`src/rtl/crs_pkg.sv`:
```
package crs_pkg;

    localparam int CRS_BYTE_W  = 8;
    localparam int CRS_IDX_W   = 4;
    localparam int CRS_INC_BIT = 4;

    typedef enum logic [2:0] {
        ST_IDLE,
        ST_ADDR,
        ST_SUB,
        ST_DATA,
        ST_SKIP
    } phase_e;

    typedef struct packed {
        logic scl_rise;
        logic scl_fall;
        logic start;
        logic stop;
        logic sda;
    } bus_ev_t;

    typedef struct packed {
        logic                  en;
        logic [CRS_IDX_W-1:0]  idx;
        logic [CRS_BYTE_W-1:0] data;
    } wr_req_t;

    // Address byte = 7-bit device address followed by a 0 (write) bit.
    function automatic logic addr_hit(input logic [CRS_BYTE_W-1:0] b,
                                      input logic [6:0] dev);
        return b == {dev, 1'b0};
    endfunction

endpackage

```
`src/rtl/crs_bus_sampler.sv`:
```
module crs_bus_sampler
    import crs_pkg::*;
#(
    parameter int SYNC_STAGES = 2
) (
    input  logic    clk,
    input  logic    rst,
    input  logic    scl_i,
    input  logic    sda_i,
    output bus_ev_t ev
);
    localparam int CHAIN = SYNC_STAGES + 1;
    localparam int L_SDA = 0;
    localparam int L_SCL = 1;

    logic [1:0] raw;
    logic [1:0] cur;
    logic [1:0] prev;

    assign raw = {scl_i, sda_i};

    for (genvar l = 0; l < 2; l++) begin : g_line
        logic [CHAIN-1:0] chain;
        always_ff @(posedge clk) begin
            if (rst) chain <= '1;
            else     chain <= {chain[CHAIN-2:0], raw[l]};
        end
        assign cur[l]  = chain[CHAIN-2];
        assign prev[l] = chain[CHAIN-1];
    end

    always_comb begin
        ev.scl_rise = cur[L_SCL] & ~prev[L_SCL];
        ev.scl_fall = ~cur[L_SCL] & prev[L_SCL];
        ev.start    = cur[L_SCL] & prev[L_SCL] & prev[L_SDA] & ~cur[L_SDA];
        ev.stop     = cur[L_SCL] & prev[L_SCL] & ~prev[L_SDA] & cur[L_SDA];
        ev.sda      = cur[L_SDA];
    end

endmodule

```
`src/rtl/crs_byte_engine.sv`:
```
module crs_byte_engine
    import crs_pkg::*;
#(
    parameter logic [6:0] DEV_ADDR = 7'h44
) (
    input  logic    clk,
    input  logic    rst,
    input  bus_ev_t ev,
    output logic    sda_pull,
    output wr_req_t wr,
    output phase_e  phase
);
    localparam int CNT_W    = $clog2(CRS_BYTE_W + 2);
    localparam int LAST_BIT = CRS_BYTE_W;
    localparam int ACK_SLOT = CRS_BYTE_W + 1;

    logic [CNT_W-1:0]      bit_cnt;
    logic [CRS_BYTE_W-1:0] shreg;
    logic [CRS_IDX_W-1:0]  idx;
    logic                  inc;
    logic                  active;

    assign active = (phase == ST_ADDR) || (phase == ST_SUB) || (phase == ST_DATA);

    always_ff @(posedge clk) begin
        if (rst) begin
            phase    <= ST_IDLE;
            bit_cnt  <= '0;
            shreg    <= '0;
            sda_pull <= 1'b0;
            idx      <= '0;
            inc      <= 1'b0;
            wr       <= '0;
        end else begin
            wr.en <= 1'b0;
            if (ev.start) begin
                phase    <= ST_ADDR;
                bit_cnt  <= '0;
                sda_pull <= 1'b0;
            end else if (ev.stop) begin
                phase    <= ST_IDLE;
                bit_cnt  <= '0;
                sda_pull <= 1'b0;
            end else if (active) begin
                if (ev.scl_rise && bit_cnt < CNT_W'(LAST_BIT)) begin
                    shreg   <= {shreg[CRS_BYTE_W-2:0], ev.sda};
                    bit_cnt <= bit_cnt + 1'b1;
                end else if (ev.scl_fall && bit_cnt == CNT_W'(LAST_BIT)) begin
                    bit_cnt <= CNT_W'(ACK_SLOT);
                    unique case (phase)
                        ST_ADDR: begin
                            if (addr_hit(shreg, DEV_ADDR)) begin
                                sda_pull <= 1'b1;
                                phase    <= ST_SUB;
                            end else begin
                                phase    <= ST_SKIP;
                            end
                        end
                        ST_SUB: begin
                            sda_pull <= 1'b1;
                            idx      <= shreg[CRS_IDX_W-1:0];
                            inc      <= shreg[CRS_INC_BIT];
                            phase    <= ST_DATA;
                        end
                        default: begin
                            sda_pull <= 1'b1;
                            wr.en    <= 1'b1;
                            wr.idx   <= idx;
                            wr.data  <= shreg;
                            if (inc) idx <= idx + 1'b1;
                        end
                    endcase
                end else if (ev.scl_fall && bit_cnt == CNT_W'(ACK_SLOT)) begin
                    bit_cnt  <= '0;
                    sda_pull <= 1'b0;
                end
            end
        end
    end

endmodule

```
`src/rtl/crs_reg_bank.sv`:
```
module crs_reg_bank
    import crs_pkg::*;
#(
    parameter int NREGS = 8
) (
    input  logic                        clk,
    input  logic                        rst,
    input  wr_req_t                     wr,
    output logic [NREGS*CRS_BYTE_W-1:0] regs
);
    for (genvar g = 0; g < NREGS; g++) begin : g_reg
        logic [CRS_BYTE_W-1:0] q;
        always_ff @(posedge clk) begin
            if (rst)
                q <= '0;
            else if (wr.en && wr.idx == CRS_IDX_W'(g))
                q <= wr.data;
        end
        assign regs[g*CRS_BYTE_W +: CRS_BYTE_W] = q;
    end

endmodule

```
`src/rtl/ctrl_reg_serial_slave.sv`:
```
module ctrl_reg_serial_slave
    import crs_pkg::*;
#(
    parameter logic [6:0] DEV_ADDR    = 7'h44,
    parameter int         NREGS       = 8,
    parameter int         SYNC_STAGES = 2
) (
    input  logic                        clk,
    input  logic                        rst,
    input  logic                        scl_i,
    input  logic                        sda_i,
    output logic                        sda_pull_o,
    output logic [NREGS*CRS_BYTE_W-1:0] regs_o
);
    bus_ev_t ev;
    wr_req_t wr;
    phase_e  phase;

    crs_bus_sampler #(.SYNC_STAGES(SYNC_STAGES)) u_sampler (
        .clk   (clk),
        .rst   (rst),
        .scl_i (scl_i),
        .sda_i (sda_i),
        .ev    (ev)
    );

    crs_byte_engine #(.DEV_ADDR(DEV_ADDR)) u_engine (
        .clk      (clk),
        .rst      (rst),
        .ev       (ev),
        .sda_pull (sda_pull_o),
        .wr       (wr),
        .phase    (phase)
    );

    crs_reg_bank #(.NREGS(NREGS)) u_bank (
        .clk  (clk),
        .rst  (rst),
        .wr   (wr),
        .regs (regs_o)
    );

endmodule

```
`config.mk`:
```
export PLATFORM = sky130hd
export DESIGN_NAME = ctrl_reg_serial_slave
export DESIGN_NICKNAME = d
export VERILOG_FILES = /design/src/rtl/crs_pkg.sv /design/src/rtl/crs_bus_sampler.sv /design/src/rtl/crs_byte_engine.sv /design/src/rtl/crs_reg_bank.sv /design/src/rtl/ctrl_reg_serial_slave.sv
export SDC_FILE = /design/constraint.sdc
export NUM_CORES = 1
export LEC_CHECK = 0
export ABC_AREA = 1
export BUFFER_PORTS_ARGS = -buffer_cell sky130_fd_sc_hd__buf_2
export CORE_AREA = 2 2 118 120
export CTS_BUF_LIST = sky130_fd_sc_hd__clkbuf_8 sky130_fd_sc_hd__clkbuf_16
export DETAILED_ROUTE_END_ITERATION = 7
export DIE_AREA = 0 0 120 122
export PLACE_DENSITY_LB_ADDON = 0.3
export SYNTH_ARGS = -nofsm -noshare
export SYNTH_HDL_FRONTEND = slang
export SYNTH_HIERARCHICAL = 1
export SYNTH_SLANG_ARGS = --single-unit
```
`constraint.sdc`:
```
create_clock -name clk -period 2.2 [get_ports clk]
set_clock_uncertainty 0.15 [all_clocks]
set_input_delay 0 -clock clk [delete_from_list [all_inputs] [get_ports clk]]
set_output_delay 0 -clock clk [all_outputs]
set_load 0.005 [all_outputs]
```
* Yosys cells after proc, flatten, opt, wreduce, memory -nomap -nowiden
Index checks and enable logic that the tools add are counted.
** Storage, ports and cells
- Bits in latches :: 0
- Flip-flop bits (word level) :: 104
- Memories kept :: 0
- RAM bits :: 0
- Input bits :: 4
- Word-level logic and storage cells :: 105
- Memory bits (read-only) :: 0
- Output and inout bits :: 65
** Operators by class
- Magnitude comparators :: 1
- Div/mod/pow operators :: 0
- Eq/ne operators :: 15
- $mul :: 0
- Shifts and indexed selects :: 0
- Reductions and logical operators :: 32
- Add/subtract/negate cells :: 2
- Bitwise logic cells :: 18
- Mux-type cells :: 17
** Operators by type and width (number)
- 4-bit by 3-bit equality test with 1-bit output (second input constant) :: 4
- 4-bit 2-to-1 mux :: 4
- 4-bit AND reduction :: 4
- 13-bit 2-to-1 mux :: 1
- 6-bit AND reduction :: 2
- 1-bit logical AND :: 11
- 1-bit inverter :: 11
- 1-bit 2-to-1 mux :: 9
- 3-bit nonzero test :: 3
- 4-bit by 1-bit adder with 4-bit output (second input constant) :: 2
- 4-bit by 2-bit equality test with 1-bit output (second input constant) :: 2
- 4-bit equality test (second input constant) :: 2
- 8-bit equality test (second input constant) :: 1
- 4-bit one-hot mux with 2 select lines :: 1
- 1-bit bitwise AND :: 7
- 7-bit AND reduction :: 1
- 3-bit by 2-bit equality test with 1-bit output (second input constant) :: 2
- 3-bit != test (second input constant) :: 2
- 3-bit one-hot mux with 2 select lines :: 1
- 2-bit nonzero test :: 3
- 6-bit OR reduction :: 1
- 4-bit by 1-bit equality test with 1-bit output (second input constant) :: 1
- 4-bit zero test :: 1
- 4-bit < comparator (second input constant) :: 1
- 7 further kinds :: 8

* Longest topological paths before layout
Gate-level depths: netlist of run 1.
- Depth in word-level cells :: 8
- Depth in mapped cells :: 10
- Mapped depth without buffers :: 10

* Hierarchy
The synthesis of run 1 kept the hierarchy.
** Modules (own cells, without submodules)
- crs_reg_bank :: cells each 382, area an instance 2687.6 µm², sequential area each 1281.2 µm², times used 1
- crs_byte_engine :: cells each 248, area an instance 1667.8 µm², sequential area each 680.7 µm², times used 1
- crs_bus_sampler :: cells each 25, area an instance 205.2 µm², sequential area each 120.1 µm², times used 1

* Worst setup path after synthesis of run 1
Ideal clock, no wire load.
- Path kind :: reg2reg
- From :: reg u_engine.bit_cnt[0]
- To :: reg u_engine/wr[10] (netlist name)
- Required time :: 1937 ps
- Period minus slack after synthesis :: 1553 ps
- Slack :: 647 ps
- Setup time :: 113 ps
- Stages on the path, launching flop included :: 11
- Buffers on the path :: 1
- Arrival time :: 1290 ps
- Cells stage by stage :: dfxtp_1 inv_1 ha_1 nand2_2 nor2_8 nand2_4 nor2_8 buf_6 nand2_1 nand2_1 nor2_1
** Between the ends
- Cells in the longest elaborated chain, start to end :: 4
- Elaborated cells on any way between the ends :: 6
- Those cells by class :: order compare (1); eq/ne (1); bitwise (1); reduce/logical (3)
** RTL lines
- start: declaration :: line crs_byte_engine.sv:17 : logic [CNT_W-1:0] bit_cnt;
- start signal: assignment :: line crs_byte_engine.sv:47 : bit_cnt <= bit_cnt + 1'b1;
- start signal: assignment :: line crs_byte_engine.sv:49 : bit_cnt <= CNT_W'(ACK_SLOT);
- 4-bit < comparator :: line crs_byte_engine.sv:45 : if (ev.scl_rise && bit_cnt < CNT_W'(LAST_BIT)) begin
- 1-bit logical AND :: line crs_byte_engine.sv:45
- 1-bit inverter (no line)
- 6-bit AND reduction (no line) (*)
Every way passes the cells marked *; elsewhere a longest branch is shown, timed or not.
A chain may end at the register's enable or synchronous reset.

==> qor.txt, run 1 <==
min-delay worst type = reg -> reg
VDD IR-drop max = 0.392 mV
WL/cell = 11.0 um
crit path cell chain = inv_1 -> nand2_1 -> nor2_1 -> nor2_2 -> buf_4 -> nand3_1 -> nor2_1 -> inv_1 -> nor2_1 -> nor2_1
first-pass GRT wire length = 16600 um
NetSw = 0.720 mW
Sum Neg Setup Slack = 0 ps
Comb power frac = 3.1%
Largest stage delay, worst path = 350 ps
Seq/Total Area, Yosys = 45.7%
WP data required = 2280 ps
fin. max-slew vios = 0
pin count of the biggest net entering global routing = 56
register share of total power = 54.1%
Fillers = 1440
Yosys top cell area share = 45.7%
CP Class = reg -> reg
Clk pin slew, worst setup/hold paths = 60 ps
slowest CP cell = dfxtp_1
Core Box Area = 0.0135 mm2
Initial Util = 33.8%
startpoint types = flip-flop
vias in the first global route = 3422
Final min period = 1740 ps
die span in x = 120 um
clock buffer depth = 2
Yosys reg bits = 104
fmax = 573 MHz
status = completed
Cells after Synth = 655
post-synth top area cell = dfxtp_1
Worst-Skew Late Latency = 340 ps
Post-Route WL = 9970 um
Multi-input gate area = 0.00208 mm2
DP Worst Slack = 442 ps
Levels on crit path = 10
num rows = 43
fin cells = 903
grt ovf = 0
CP endpoint kind = flip-flop
vias per cell = 4.33
Cell variety after synth = 26
Synth Warn # = 6
R2R depth = 10
crit path max fanout = 11
Syn Std Cell Area = 0.00456 mm2
Tot GR Track Use = 14.0%
# DRC = 0
Final Wtd Congestion = 0.816
clock sink count = 104
DR vias = 3911
PortBufs = 68
CP arrival = 1820 ps
CTS Buf Count = 9
H-tree depth = 3
Area Growth Syn to Fin = 16.9%
DRT iter0 DRCs = 319
Int Pwr = 2.78 mW
Final Hold Fails = 0
Lkg Pwr = 2.53 nW
RSZ-0062 raised after global routing = no
IO Count = 69
flop-to-flop setup slack = 460 ps
Final Setup Violations = 0
Synth Area per Inst = 6.96 um2
die height = 122 um
root buf cell = clkbuf_16
Worst Path Buf+Inv = 3
initial antenna violation count = 0
crit-path leading delay family = simple AND/OR/NAND/NOR gates
largest cells by area after synthesis = dfxtp_1 46%, nand2_1 16%, nor2_1 14%, inv_1 4.9%, nand4_1 2.6%
slew margin rel. = 67.9%
max_cap viols = 0
fin crit share = 79.3%
worst slew pin tran = 480 ps
HPWL after DPL = 6970 um
Reg area = 0.00208 mm2
ratio of cells with drive above 1 in the final layout = 16.5%
Placed Cells incl. Taps = 886
ANT nets after route = 0
pwr dens = 656 mW/mm2
most used cell, CP = nor2_1
n_diodes = 0
CTS tree = done
CTS resizes = 0
DRT Pass-1 Iters = 5
post-synth net total = 663
worst setup margin = 456 ps
clock share of power = 42.8%
post-layout net count = 730
hold depth = 1
die area = 0.0146 mm2
Switching Fraction = 20.6%
[path summary, 6_finish.rpt]
check                                           from                                 endpoint
max          u_sampler/g_line[0].chain[1]$_SDFF_PP1_             u_engine/idx[0]$_SDFFE_PP0P_
min          u_sampler/g_line[1].chain[0]$_SDFF_PP1_  u_sampler/g_line[1].chain[1]$_SDFF_PP1_
max reg2reg  u_sampler/g_line[0].chain[1]$_SDFF_PP1_             u_engine/idx[0]$_SDFFE_PP0P_
min reg2reg  u_sampler/g_line[1].chain[0]$_SDFF_PP1_  u_sampler/g_line[1].chain[1]$_SDFF_PP1_
[cells in the mapped netlist, drive strengths merged]
| library cell | number |
|---|---|
| clkinv | 1 |
| nor4 | 1 |
| a21oi | 17 |
| inv | 64 |
| nand4 | 19 |
| buf | 19 |
| nand3 | 24 |
| o21ai | 8 |
| nand2 | 199 |
| or2 | 4 |
| ha | 4 |
| nor2 | 188 |
| dfxtp | 104 |
| clkbuf | 2 |
| nand3b | 1 |
[power by group through the flow]
stage / clock network, mW / registers, mW / logic, mW
floorplan: 0 / 1.93 / 0.0775
global placement: 0 / 1.93 / 0.102
detailed placement: 0 / 1.93 / 0.102
CTS: 1.55 / 1.89 / 0.109
global route: 1.61 / 1.89 / 0.123
finish: 1.50 / 1.89 / 0.108
[cell usage in the layout, fill, tap and decap left out, types with 5 or more instances in the layout]
cell type      netlist  routed
nand2_1            192     192
nor2_1             169     169
dfxtp_1            104     104
buf_2                3      68
inv_1               59      60
nand3_1             20      20
nand4_1             19      19
a21oi_1             17      17
nor2_2              10      10
clkbuf_16            0       9
o21ai_0              8       8
nor2_4               7       7
nand2_2              6       6
dlygate4sd3_1        0       5
inv_2                5       5
[area by class of cell]
| type | instances | share of cell area (%) |
|---|---|---|
| clock buffer | 9 | 4.22 |
| clock inverter | 3 | 0.727 |
| inverter | 65 | 4.58 |
| multi-input combinational | 465 | 39.1 |
| sequential | 104 | 39.0 |
| tap | 180 | 4.22 |
| timing repair buffer | 77 | 8.12 |
[cells by family (layout without fill, tap and decap cells)]
logic type / count (synthesis) / count (layout) / share of synthesized area (%)
adders and majority gates: 4 / 4 / 1.10
and+or+nand+nor: 436 / 436 / 41.9
buffers and inverters: 86 / 154 / 8.64
AOI/OAI and AO/OA: 25 / 25 / 2.74
DFF: 104 / 104 / 45.7
[registers in the layout (all words and copies together) (netlist names)]
| register | flops |
|---|---|
| u_engine/shreg | 8 |
| u_engine/phase | 3 |
| u_sampler/g_line.chain | 6 |
| u_engine/inc | 1 |
| u_engine/bit_cnt | 4 |
| u_engine/idx | 4 |
| u_engine/wr | 13 |
| u_bank/g.q | 64 |
| u_engine/sda_pull | 1 |
[metal layers]
metal	global-route usage, %	vias up	routed length, um
met4	6.10	0	112
met2	22.4	79	4570
li1	-	2128	-
met3	2.57	12	482
met1	18.5	1692	4810
met5	0	-	0
[metrics by stage]
step | hold WS, ps | util, % | area [um2] | total power [mW]
after floorplan | -52.9 | - | 4560 | 2.01
after global placement | 30.2 | 37.2 | 5020 | 2.04
after detailed placement | 32.6 | 37.2 | 5020 | 2.04
after CTS | 272 | 39.5 | 5330 | 3.55
after global routing | 289 | 39.5 | 5330 | 3.63
final | 271 | 39.5 | 5330 | 3.50
[repair_timing]
action / 4_1_cts / 5_1_grt
setup buffers: 0 / 0
hold buffers: 5 / 0
hold endpoints to repair: 16 / 0
Power figures use the tool's default switching activity.
==> inputs of run 2 (changes only) <==
Clock period 2.2 ns to 1.49 ns, I/O delays scaled along.
==> run 2 against run 1 <==
- highest routed layer unchanged
- routed wire length is 9.4% higher
- clock power is 53% higher
- via count is 7.6% higher
- the flow now finishes with violations (setup timing)
- final area is 13% higher
- critical endpoint is now u_engine/wr[7]$_SDFFE_PP0P_
- sequential share of layout area is 4.2 points lower
- worst setup slack worse by 500 ps
- maximum frequency is 14% higher
- critical path type unchanged
- register-to-register slack worse by 500 ps
- worst hold slack worse by 11 ps
==> qor.txt, run 2 (synthesis gave the netlist of run 1 again) <==
vias in the first global route = 3734 (+9.1%)
WP data required = 1630 ps (-650 ps)
Clk pin slew, worst setup/hold paths = 70 ps (about the same)
fin cells = 958 (+6.1%)
worst setup margin = -45.1 ps (-501 ps)
IO Count = 69 (unchanged)
DRT iter0 DRCs = 284 (-11%)
startpoint types = flip-flop
worst slew pin tran = 366 ps (-114 ps)
DRT Pass-1 Iters = 5 (unchanged)
Area Growth Syn to Fin = 32.1%
clock buffer depth = 2 (unchanged)
num rows = 43 (unchanged)
grt ovf = 0 (unchanged)
VDD IR-drop max = 0.507 mV (+29%)
Largest stage delay, worst path = 350 ps (about the same)
total power = 5.31 mW (+52%)
number of flip-flops in the largest register = 64 (unchanged)
commonest non-fill, non-tap cell in the layout = nand2_1
Final min period = 1540 ps (-209 ps)
slew margin rel. = 75.6% (+7.7 points)
slowest CP cell = dfxtp_2
pwr dens = 881 mW/mm2 (+34%)
ratio of cells with drive above 1 in the final layout = 27.9% (+11 points)
hold_ws = 260 ps (-10.5 ps)
PortBufs = 68 (unchanged)
status = finished, violations left
fin crit share = 103% (+24 points)
# DRC = 0 (unchanged)
CTS Buf Count = 9 (unchanged)
initial antenna violation count = 0 (unchanged)
Top reg by flops = u_bank/g.q
failing checks = setup timing
Core Box Area = 0.0135 mm2 (unchanged)
critical path startpoint = u_sampler/g_line[0].chain[1]$_SDFF_PP1_
Post-Route WL = 10900 um (+9.4%)
post-layout net count = 781 (+7.0%)
Worst-Skew Late Latency = 350 ps (about the same)
RSZ-0062 raised after global routing = yes
root buf cell = clkbuf_16
min-delay src = u_sampler/g_line[0].chain[0]$_SDFF_PP1_
HPWL after DPL = 7380 um (+5.7%)
DP Worst Slack = -122 ps (-564 ps)
CP endpoint kind = flip-flop
vias per cell = 4.39 (+1.4%)
die span in x = 120 um (unchanged)
Placed Cells incl. Taps = 919 (+3.7%)
WL/cell = 11.4 um (+3.2%)
Initial Util = 33.8% (unchanged)
Tot GR Track Use = 14.6% (+0.59 points)
Sum Neg Setup Slack = -320 ps (-320 ps)
Final Wtd Congestion = 0.823 (+0.86%)
DR vias = 4209 (+7.6%)
crit path max fanout = 8 (-3)
die height = 122 um (unchanged)
Reg-to-Reg Start = u_sampler/g_line[0].chain[1]$_SDFF_PP1_
Lkg Pwr = 2.80 nW (+11%)
crit path cell chain = inv_2 -> nand2_2 -> nor2_4 -> nor2_4 -> buf_6 -> nand3_4 -> nor2_8 -> buf_6 -> nor2_2 -> nor2_1
first-pass GRT wire length = 17200 um (+4.0%)
max_cap viols = 0 (unchanged)
fmax = 651 MHz (+14%)
n_diodes = 0 (unchanged)
die area = 0.0146 mm2 (unchanged)
ANT nets after route = 0 (unchanged)
Final Setup Violations = 12 (+12)
top flop regs = u_bank/g.q x64, u_engine/wr x13, u_engine/shreg x8
Final Hold Fails = 0 (unchanged)
fin. max-slew vios = 0 (unchanged)
H-tree depth = 3 (unchanged)
most frequent cells in the layout = 187 x nand2_1, 158 x nor2_1, 95 x dfxtp_1
CTS tree = done
pin count of the biggest net entering global routing = 65 (+16%)
min-delay worst type = reg -> reg
clock sink count = 104 (unchanged)
CP arrival = 1670 ps (-150 ps)
CP Class = reg -> reg
## run 2: cell type report
type                    instances  area (um2)
clock buffers                  10         239
well taps                     180         225
inverters                      65         249
repair buffers                126         895
fillers                      1408        7480
clock inverters                 6        51.3
multi-input cells             467        2270
flip-flops and latches        104        2100
## run 2: what timing repair did
item,CTS,global route
hold endpoints to repair,13,0
pin swaps,18,17
resized for setup,25,42
hold buffers,5,0
setup buffers,3,12
gates cloned,1,2
setup endpoints to repair,26,79
## run 2: path summary, 6_finish.rpt
kind | endpoint | cells past startpoint | slack [ps]
setup reg to reg | u_engine/wr[7]$_SDFFE_PP0P_ | 10 | -50
setup / recovery | u_engine/wr[7]$_SDFFE_PP0P_ | 10 | -50
hold reg to reg | u_sampler/g_line[0].chain[1]$_SDFF_PP1_ | 1 | 260
hold / removal | u_sampler/g_line[0].chain[1]$_SDFF_PP1_ | 1 | 260
## run 2: critical path, delay by kind of cell (launching register included)
| kind | cells | cell delay, ps |
|---|---|---|
| DFF | 1 | 350 |
| and+or+nand+nor | 7 | 660 |
| buffers and inverters | 3 | 300 |
## run 2: report_power, final
| part | switching [mW] | internal [mW] | total [mW] |
|---|---|---|---|
| sequential | 0.00762 | 2.78 | 2.79 |
| clock | 1.09 | 1.20 | 2.29 |
| combinational | 0.131 | 0.0907 | 0.222 |
| total | 1.23 | 4.07 | 5.31 |
## run 2: routing by layer
layer / GRT usage [%] / vias up / routed length, um
met5: 0 / - / 0
met4: 4.85 / 0 / 143
met3: 2.86 / 11 / 399
met2: 26.2 / 64 / 5300
met1: 17.5 / 1896 / 5070
li1: - / 2238 / -
## run 2: metrics by stage
stage / area (um2) / util, %
after global placement: 5280 / 39.1
final: 6020 / 44.6
after detailed placement: 5280 / 39.1
after global routing: 6020 / 44.6
after CTS: 5740 / 42.5
after floorplan: 4580 / -
==> inputs of run 3 (changes only) <==
Clock period 1.49 ns to 1.55 ns, I/O delays scaled along.
==> run 3 against run 2 <==
- the flow now finishes without violations
- via count is 2.5% lower
- total power is 1.2% higher
- non-clock buffer count is 20 lower
- die area stayed put
- worst setup slack better by 53 ps
- final area is 3.8% lower
- critical endpoint is now u_engine/wr[0]$_SDFFE_PP0P_
==> qor.txt, run 3 (synthesis gave the netlist of run 1 again) <==
status = completed
vias per cell = 4.38 (-0.29%)
Top reg by flops = u_bank/g.q
die span in x = 120 um (unchanged)
DRT Pass-1 Iters = 4 (-1)
VDD IR-drop max = 0.563 mV (+11%)
number of flip-flops in the largest register = 64 (unchanged)
Area Growth Syn to Fin = 27.1%
Core Box Area = 0.0135 mm2 (unchanged)
pin count of the biggest net entering global routing = 35 (-46%)
worst slew pin tran = 365 ps (-1.24 ps)
NetSw = 1.10 mW (-11%)
clock buffer depth = 2 (unchanged)
HPWL after DPL = 7300 um (-1.0%)
DR vias = 4105 (-2.5%)
CTS Buf Count = 9 (unchanged)
fin crit share = 99.5% (-3.5 points)
Levels on crit path = 9 (-1)
die height = 122 um (unchanged)
crit path max fanout = 8 (unchanged)
root buf cell = clkbuf_16
Final Wtd Congestion = 0.820 (-0.41%)
slew margin rel. = 75.6% (about the same)
WL/cell = 11.3 um (-0.65%)
fin. max-slew vios = 0 (unchanged)
PortBufs = 68 (unchanged)
clock share of power = 46.5% (+3.3 points)
grt ovf = 0 (unchanged)
num rows = 43 (unchanged)
most frequent cells in the layout = 188 x nand2_1, 157 x nor2_1, 96 x dfxtp_1
vias in the first global route = 3667 (-1.8%)
register share of total power = 50.0% (-2.6 points)
Post-Route WL = 10600 um (-2.8%)
post-layout net count = 760 (-2.7%)
worst setup margin = 7.84 ps (+53.0 ps)
WP data required = 1690 ps (+60 ps)
CP endpoint kind = flip-flop
CP Class = reg -> reg
Switching Fraction = 20.5% (-2.7 points)
placed inst area = 0.00521 mm2 (-1.3%)
DRT iter0 DRCs = 255 (-10%)
# DRC = 0 (unchanged)
total power = 5.37 mW (+1.2%)
H-tree depth = 3 (unchanged)
n_diodes = 0 (unchanged)
final instance area = 0.00579 mm2 (-3.8%)
hold depth = 3 (+2)
Worst-Skew Late Latency = 350 ps (about the same)
Final Hold Fails = 0 (unchanged)
pwr dens = 927 mW/mm2 (+5.3%)
commonest non-fill, non-tap cell in the layout = nand2_1
R2R depth = 9 (-1)
utilization after layout = 42.9% (-1.7 points)
Tot GR Track Use = 15.0% (+0.37 points)
Clk pin slew, worst setup/hold paths = 70 ps (about the same)
startpoint types = flip-flop
max_cap viols = 0 (unchanged)
DP Worst Slack = -84.5 ps (+37.6 ps)
clock sink count = 104 (unchanged)
first-pass GRT wire length = 17300 um (+0.52%)
CP arrival = 1680 ps (about the same)
initial antenna violation count = 0 (unchanged)
crit path cell chain = inv_2 -> ha_4 -> nand2_4 -> nor2_8 -> nand2_4 -> nor2_8 -> buf_6 -> nor2_1 -> nor2_1
crit-path leading delay family = simple AND/OR/NAND/NOR gates
Reg area = 0.00209 mm2 (-0.30%)
CTS tree = done
die area = 0.0146 mm2 (unchanged)
Lkg Pwr = 2.75 nW (-1.8%)
Multi-input gate area = 0.00222 mm2 (-1.9%)
IO Count = 69 (unchanged)
Fillers = 1419 (+0.78%)
Comb power frac = 3.5% (-0.7 points)
Final min period = 1540 ps (+7.04 ps)
Int Pwr = 4.27 mW (+4.8%)
fmax = 648 MHz (-0.46%)
Worst Path Buf+Inv = 2 (-1)
ratio of cells with drive above 1 in the final layout = 25.2% (-2.7 points)
Largest stage delay, worst path = 320 ps (-30 ps)
Initial Util = 33.8% (unchanged)
RSZ-0062 raised after global routing = yes
top flop regs = u_bank/g.q x64, u_engine/wr x13, u_engine/shreg x8
slowest CP cell = dfxtp_2
min-delay worst type = in -> reg
ANT nets after route = 0 (unchanged)
Final Setup Violations = 0 (-12)
-- run 3: changes by cell type in the layout (fill, tap and decap cells not counted), sizes merged --
cell / delta
inv: -1
clkinvlp: -3
buf: -18
dlygate4sd3: -2
clkbuf: +5
nor2: -1
clkinv: -2
bufinv: +1
-- run 3: per-stage QoR --
step	hold slack (ps)	setup TNS, ps	std cells
floorplan	-52.9	0	655
global placement	35.1	-229	912
detailed placement	35.2	-768	912
CTS	205	-12.4	934
global route	231	-1640	937
finish	218	0	937
-- run 3: worst register-to-register path, cell delays in order (launching register included) --
cell,delay (ps)
dfxtp_2,320
inv_2,80
ha_4,150
nand2_4,60
nor2_8,140
nand2_4,100
nor2_8,190
buf_6,130
nor2_1,40
nor2_1,100
-- run 3: area by class of cell --
cell class / instances / share of cell area (%)
Multi-Input combinational cell: 466 / 38.4
Sequential cell: 104 / 36.1
Timing Repair Buffer: 106 / 11.5
Clock buffer: 15 / 5.31
Inverter: 65 / 4.25
Tap cell: 180 / 3.89
Clock inverter: 1 / 0.518
-- run 3: power by group through the flow --
| stage | registers, mW | logic (mW) | clock network (mW) |
|---|---|---|---|
| finish | 2.69 | 0.189 | 2.50 |
| global route | 2.68 | 0.213 | 2.67 |
| CTS | 2.68 | 0.176 | 2.58 |
| detailed placement | 2.74 | 0.163 | 0 |
| global placement | 2.74 | 0.164 | 0 |
| floorplan | 2.74 | 0.110 | 0 |
-- run 3: timing repair --
action / in CTS / in global routing
cloned: 1 / 0
pin swaps: 1 / 29
setup endpoints to repair: 16 / 34
resized for setup: 6 / 48
setup buffers: 2 / 3
hold endpoints to repair: 12 / 0
hold buffers: 3 / 0
-- run 3: path summary, 6_finish.rpt --
| check | slack (ps) | startpoint | end |
|---|---|---|---|
| worst max-delay path | 8 | u_engine/bit_cnt[1]$_SDFFE_PP0P_ | u_engine/wr[0]$_SDFFE_PP0P_ |
| worst min-delay path | 220 | sda_i | u_sampler/g_line[0].chain[0]$_SDFF_PP1_ |
| worst max register to register | 8 | u_engine/bit_cnt[1]$_SDFFE_PP0P_ | u_engine/wr[0]$_SDFFE_PP0P_ |
| worst min register to register | 260 | u_sampler/g_line[0].chain[0]$_SDFF_PP1_ | u_sampler/g_line[0].chain[1]$_SDFF_PP1_ |
-- run 3: layer usage --
layer	global-route usage, %	part of all wire (%)	wire, um
met3	2.86	2.9	310
met5	0	0	0
met4	6.54	1.8	190
met2	25.7	48	5060
met1	18.3	48	5040
